$ cat src/rtl/fcnt_pkg.sv
// Shared types for the reciprocal frequency counter.
package fcnt_pkg;
    // Read-select codes for the 16-bit result bus.
    typedef enum logic [1:0] {
        SEL_NS_LO = 2'd0,
        SEL_NS_HI = 2'd1,
        SEL_NX_LO = 2'd2,
        SEL_NX_HI = 2'd3
    } rd_sel_e;

    // Measurement control states.
    typedef enum logic [1:0] {
        ST_WAIT = 2'd0,
        ST_RUN  = 2'd1,
        ST_HOLD = 2'd2
    } ctl_state_e;
endpackage

$ cat src/rtl/fc_sync.sv
// Multi-flop synchronizer into the reference clock domain.
// Assumes d is a level signal; output delayed by STAGES cycles.
module fc_sync #(
    parameter int STAGES = 2
) (
    input  logic clk,
    input  logic rst_n,
    input  logic d,
    output logic q
);
    logic [STAGES-1:0] chain;

    // Shift the input through the flop chain.
    always_ff @(posedge clk) begin
        if (!rst_n) chain <= '0;
        else        chain <= {chain[STAGES-2:0], d};
    end

    assign q = chain[STAGES-1];
endmodule

$ cat src/rtl/fc_gate_ctrl.sv
// Window control: opens on a measured rising edge while the synced gate
// is high, closes on the first measured rising edge after the gate drops,
// then holds until clear. Assumes edge_p is a single-cycle pulse.
module fc_gate_ctrl
    import fcnt_pkg::*;
(
    input  logic clk,
    input  logic rst_n,
    input  logic clr,
    input  logic gate_s,
    input  logic edge_p,
    output logic run,
    output logic done_n
);
    ctl_state_e state;

    // Advance the window state machine.
    always_ff @(posedge clk) begin
        if (!rst_n || clr) begin
            state <= ST_WAIT;
        end else begin
            case (state)
                ST_WAIT: if (gate_s && edge_p)  state <= ST_RUN;
                ST_RUN:  if (!gate_s && edge_p) state <= ST_HOLD;
                default: state <= ST_HOLD;
            endcase
        end
    end

    assign run    = (state == ST_RUN);
    assign done_n = (state != ST_HOLD);

    // done stays low until a clear.
    a_r5_done_sticky: assert property (@(posedge clk) disable iff (!rst_n)
        (!done_n && !clr) |=> !done_n);

    // clear returns the flag high.
    a_r1_clear_flag: assert property (@(posedge clk) disable iff (!rst_n)
        clr |=> done_n);
endmodule

$ cat src/rtl/fc_counter.sv
// Saturating up-counter with synchronous clear.
// Assumes inc is sampled once per reference cycle.
module fc_counter #(
    parameter int W = 32
) (
    input  logic         clk,
    input  logic         rst_n,
    input  logic         clr,
    input  logic         inc,
    output logic [W-1:0] count
);
    localparam logic [W-1:0] TOP = '1;

    // Count up, stopping at all ones.
    always_ff @(posedge clk) begin
        if (!rst_n || clr)           count <= '0;
        else if (inc && count != TOP) count <= count + 1'b1;
    end

    // a saturated counter never wraps.
    a_r8_saturate: assert property (@(posedge clk) disable iff (!rst_n)
        (count == TOP && !clr) |=> count == TOP);

    // clear zeroes the count.
    a_r1_clear_cnt: assert property (@(posedge clk) disable iff (!rst_n)
        clr |=> count == '0);
endmodule

$ cat src/rtl/freq_recip_counter.sv
// Reciprocal (equal-precision) frequency counter core.
// Counts reference cycles (Ns) and measured periods (Nx) over a window
// aligned to rising edges of the selected input. Assumes the selected
// input stays high and low for at least one reference cycle each.
module freq_recip_counter
    import fcnt_pkg::*;
#(
    parameter int CNT_W       = 32,
    parameter int SYNC_STAGES = 2,
    parameter int RD_W        = 16
) (
    input  logic            clk,
    input  logic            rst_n,
    input  logic            clr,
    input  logic            gate,
    input  logic            src_sel,
    input  logic            meas_in,
    input  logic            cal_in,
    input  logic [1:0]      rd_sel,
    output logic            done_n,
    output logic [RD_W-1:0] rd_data
);
    localparam int WIDE = 2 * RD_W;

    logic sel_raw, sel_s, sel_d, sel_rise, gate_s, run;
    logic [1:0]       cnt_inc;
    logic [CNT_W-1:0] cnt_q [2];
    logic [WIDE-1:0]  ns_w, nx_w;

    assign sel_raw = src_sel ? cal_in : meas_in;

    fc_sync #(.STAGES(SYNC_STAGES)) u_sync_sig (
        .clk(clk), .rst_n(rst_n), .d(sel_raw), .q(sel_s));
    fc_sync #(.STAGES(SYNC_STAGES)) u_sync_gate (
        .clk(clk), .rst_n(rst_n), .d(gate), .q(gate_s));

    // Delayed copy for rising-edge detection.
    always_ff @(posedge clk) begin
        if (!rst_n) sel_d <= 1'b0;
        else        sel_d <= sel_s;
    end

    assign sel_rise = sel_s & ~sel_d;

    fc_gate_ctrl u_ctrl (
        .clk(clk), .rst_n(rst_n), .clr(clr), .gate_s(gate_s),
        .edge_p(sel_rise), .run(run), .done_n(done_n));

    // Index 0 counts reference cycles, index 1 counts measured edges.
    assign cnt_inc[0] = run;
    assign cnt_inc[1] = run & sel_rise;

    for (genvar g = 0; g < 2; g++) begin : g_cnt
        fc_counter #(.W(CNT_W)) u_cnt (
            .clk(clk), .rst_n(rst_n), .clr(clr),
            .inc(cnt_inc[g]), .count(cnt_q[g]));
    end

    assign ns_w = WIDE'(cnt_q[0]);
    assign nx_w = WIDE'(cnt_q[1]);

    // Drive the selected counter half.
    always_comb begin
        case (rd_sel_e'(rd_sel))
            SEL_NS_LO: rd_data = ns_w[RD_W-1:0];
            SEL_NS_HI: rd_data = ns_w[WIDE-1:RD_W];
            SEL_NX_LO: rd_data = nx_w[RD_W-1:0];
            default:   rd_data = nx_w[WIDE-1:RD_W];
        endcase
    end

    // the window opens only on a selected edge with the gate high.
    a_r2_open_on_edge: assert property (@(posedge clk) disable iff (!rst_n)
        $rose(run) |-> $past(sel_rise && gate_s));

    // an edge after the gate drop closes the window and raises done.
    a_r4_close_on_edge: assert property (@(posedge clk) disable iff (!rst_n)
        (run && !gate_s && sel_rise && !clr) |=> (!run && !done_n));

    // results are frozen while done is low.
    a_r5_frozen: assert property (@(posedge clk) disable iff (!rst_n)
        (!done_n && !clr) |=> ($stable(cnt_q[0]) && $stable(cnt_q[1])));
endmodule

$ cat config.mk
export PLATFORM = sky130hd
export DESIGN_NAME = freq_recip_counter
export DESIGN_NICKNAME = d
export VERILOG_FILES = /design/src/rtl/fcnt_pkg.sv /design/src/rtl/fc_sync.sv /design/src/rtl/fc_gate_ctrl.sv /design/src/rtl/fc_counter.sv /design/src/rtl/freq_recip_counter.sv
export SDC_FILE = /design/constraint.sdc
export NUM_CORES = 1
export LEC_CHECK = 0
export BUFFER_PORTS_ARGS = -buffer_cell sky130_fd_sc_hd__buf_2
export CAP_MARGIN = 20
export CORE_MARGIN = 2
export CORE_UTILIZATION = 35
export CTS_BUF_LIST = sky130_fd_sc_hd__clkbuf_8
export CTS_CLUSTER_SIZE = 16
export DETAILED_ROUTE_END_ITERATION = 8
export GPL_TIMING_DRIVEN = 0
export SYNTH_ARGS = -nofsm -noshare
export SYNTH_HDL_FRONTEND = slang
export SYNTH_SLANG_ARGS = --single-unit
$ cat constraint.sdc
create_clock -name clk -period 3 [get_ports clk]
set_clock_uncertainty 0.1 [all_clocks]
set_input_delay 0.6 -clock clk [delete_from_list [all_inputs] [get_ports clk]]
set_output_delay 0.6 -clock clk [all_outputs]
set_load 0.01 [all_outputs]
==> run_results.csv <==
group,metric,value,unit
global_routing,antenna_found_initial,0,
timing,fmax,352.1,MHz
logic_synthesis,synth_edf_count,0,
power_and_ir_drop,ir_drop,371.3,µV
timing,setup_tns,0,ns
worst_setup_path,worstReg2RegStart,"g_cnt[1].u_cnt.count[0]",
worst_setup_path,path_buf_inv,3,
die,num_io_pins,26,
routing,drt_iter0_markers,360,
clock_network,cts_setup_buffers,0,
worst_setup_path,critical_path_class,"in -> out",
layout,area_delta_synth_final,13.71,%
die,core,11320,µm²
routing,drt_first_pass_iters,5,
clock_network,cts_buffer_depth,2,
clock_network,tritoncts,"built",
logic_synthesis,synth_ff_type,"dfxtp_1",
layout,antenna_cells,0,
worst_setup_path,crit_slowest_cell,"mux4_2",
layout,drive_gt1_share,13.27,%
power_and_ir_drop,p_total,1.939,mW
global_routing,grt_first_pass_wirelength,19810,µm
global_routing,grt-ovfl-total,0,
logic_synthesis,netlist_area,4016,µm²
clock_network,clk-insertion-delay-late,0.36,ns
run_status,outcome,"complete, no violations",
worst_setup_path,cp.arrival,2.14,ns
clock_network,cts-root-buf,"clkbuf_8",
logic_synthesis,ys_ff_latch,71,
global_routing,grt_pass1_vias,3689,
timing,rsz0062_at_grt,"false",
die,rows,39,
global_routing,grtUsageTotal,20.23,%
timing,maxSlewViolCount,0,
worst_setup_path,crit_top_cell,"buf_2",
timing,fin_crit_sh,94.68,%
routing,routed_wl,12230,µm
logic_synthesis,syn_inst,466,
run,drv_cap,0,
layout,final_area,4567,µm²
placement,place_congestion,0.9238,
logic_synthesis,synth_top_area_share,35.39,%
global_routing,grt_max_degree,12,
worst_setup_path,cp-start-kind,"input port",
worst_setup_path,critPathLaunch,"rd_sel[0]",
worst_setup_path,path_cells,"clkbuf_1 > buf_2 > mux4_2 > buf_2",
worst_hold_path,worstHoldPathType,"reg -> reg",
logic_synthesis,yosysSeqAreaShare,35.39,%
die,die-area,12350,µm²
timing,min_period,2.840,ns
worst_setup_path,crit_end,"rd_data[8]",
worst_setup_path,worstReg2RegEnd,"g_cnt[1].u_cnt.count[5]",
power_and_ir_drop,p_leak,1.441,nW
worst_setup_path,worst-path-stages,4,
layout,fin_nets,511,
placement,hpwl,9059,µm
timing,worst_pin_slew,0.9111,ns
timing,finalSetupViolCount,0,
worst_setup_path,r2r_cells,7,
routing,avgRoutedWirePerCell,18.87,µm
routing,drc,0,
placement,place_area,4310,µm²
logic_synthesis,synthTopCellsByArea,"dfxtp_1 (35%), mux4_2 (9.0%), a21oi_1 (5.2%), or4_1 (4.5%), nand3_1 (4.2%)",
worst_setup_path,critPathRequiredTime,2.30,ns
clock_network,cts_htree_levels,3,
clock_network,hold_buffers,0,
logic_synthesis,async_flop_share,0,%
logic_synthesis,avgSynthCellArea,8.619,µm²
logic_synthesis,yosys.area.top_type,"dfxtp_1",
die,die_w,111.1,µm
logic_synthesis,synth.distinct_cells,47,
clock_network,cts_buffers,9,
routing,ant_nets,0,
die,start_util,35.48,%
worst_hold_path,hold-path-cell-count,1,
die,die_h,111.1,µm
timing,max-slew-margin-rel,38.79,%
timing,hold_viol,0,
worst_setup_path,path_max_fanout,10,
worst_setup_path,crit_family,"buffers and inverters",
logic_synthesis,syn-num-nets,477,
clock_network,cts.clk_slew.worst_paths,0.07,ns
power_and_ir_drop,cellPowerDensity,424.6,nW/µm²
worst_setup_path,slowest_delay,0.59,ns
logic_synthesis,synth_warnings,0,
routing,vias,3951,
clock_network,clock-sinks,71,
placement,io_buffer_count,23,
layout,finalCoreUtilization,40.34,%
worst_setup_path,end_kind,"output pin",
worst_setup_path,r2r_slack,0.26,ns
routing,vias_per_cell,6.097,
==> stage by stage <==
stage | worst slack [ns] | cells | hold slack [ns]
after floorplan | 0.2652 | 466 | 0.3118
after global placement | -0.1090 | 632 | 0.3144
after detailed placement | -0.1136 | 632 | 0.3169
after CTS | 0.1124 | 648 | 0.3350
after global routing | 0.04572 | 648 | 0.3494
final | 0.1597 | 648 | 0.3338
==> layout by cell type, fill, tap and decap left out, types with 2 or more instances in the layout <==
cell type / synthesis / routed
a21oi_1: 42 / 42
xnor2_1: 2 / 2
and3_1: 6 / 6
o211ai_1: 7 / 7
clkbuf_1: 21 / 21
or2b_1: 2 / 2
nand4_1: 19 / 19
nor2b_1: 3 / 3
a31oi_1: 6 / 6
a41o_1: 4 / 4
nand3b_1: 2 / 2
nor4_1: 7 / 7
nor2_1: 16 / 16
inv_1: 7 / 10
buf_6: 2 / 2
nand2_1: 41 / 41
ha_1: 2 / 2
bufinv_16: 0 / 3
o21ai_0: 18 / 18
o21ai_1: 3 / 3
and2_1: 5 / 5
or3_1: 23 / 23
mux4_2: 16 / 16
nand2b_1: 10 / 10
buf_2: 5 / 29
dfxtp_1: 71 / 71
nor3_1: 12 / 12
and4_1: 10 / 10
clkbuf_8: 0 / 10
nand3_1: 34 / 34
mux2i_1: 10 / 10
or4_1: 24 / 24
o31ai_1: 19 / 19
==> sequential cells by signal, indices dropped and copies added (netlist names) <==
register           flops
g_cnt.u_cnt.count     64
u_sync_gate.chain      2
sel_d                  1
u_ctrl.state           2
u_sync_sig.chain       2
==> area by class of cell <==
type                            instances  area (µm²)
Fill cell                            1140        6754
Sequential cell                        71        1421
Clock inverter                          6       101.3
Tap cell                              143       178.9
Multi-Input combinational cell        358        2451
Inverter                                7       26.28
Timing Repair Buffer                   23       115.1
Buffer                                 30       135.1
Clock buffer                           10       137.6
==> synth_stat cells, types with 12 or more instances <==
cell and n:
a21oi_1 42, clkbuf_1 21, dfxtp_1 71, mux4_2 16, nand2_1 41, nand3_1 34, nand4_1 19, nor2_1 16
nor3_1 12, o21ai_0 18, o31ai_1 19, or3_1 23, or4_1 24
==> cells by family (layout without fill, tap and decap cells) <==
group                      count (synthesis)  count (layout)  share of synthesized area, %
DFF                                       71              71                         35.39
and+or+nand+nor                          222             222                         31.90
muxes                                     26              26                         11.46
xor gates and xnor gates                   3               3                        0.6543
buffers and inverters                     37              76                         3.988
AOI/OAI and AO/OA                        105             105                         15.98
adders and majority gates                  2               2                        0.6230
==> how the worst min path moves through the flow <==
stage,startpoint,end,slack (ns)
global placement,u_sync_sig.chain[0],u_sync_sig.chain[1],0.31
global route,gate,u_sync_gate.chain[0],0.35
finish,u_sync_gate.chain[0],u_sync_gate.chain[1],0.33
detailed placement,u_sync_gate.chain[0],u_sync_gate.chain[1],0.32
CTS,u_sync_gate.chain[0],u_sync_gate.chain[1],0.34
floorplan,u_sync_gate.chain[0],u_sync_gate.chain[1],0.31
==> per-layer routing <==
layer / global-route usage, % / wire [µm] / share of wire, %
met4: 7.160 / 338 / 2.8
met2: 32.56 / 5730 / 47
met1: 27.34 / 5436 / 44
met5: 0 / 0 / 0
met3: 3.718 / 722 / 5.9
==> where the power goes <==
group	switching (mW)	leakage [nW]	total, mW	internal (mW)
sequential	0.00143	0.572	0.946	0.945
combinational	0.0399	0.738	0.0604	0.0205
clock	0.366	0.130	0.933	0.566
==> what timing repair did <==
item	4_1_cts	5_1_grt
resized for setup	1	2
gates cloned	0	0
endpoints found under the hold margin	0	0
setup endpoints to repair	6	7
Power figures use the tool's default switching activity.
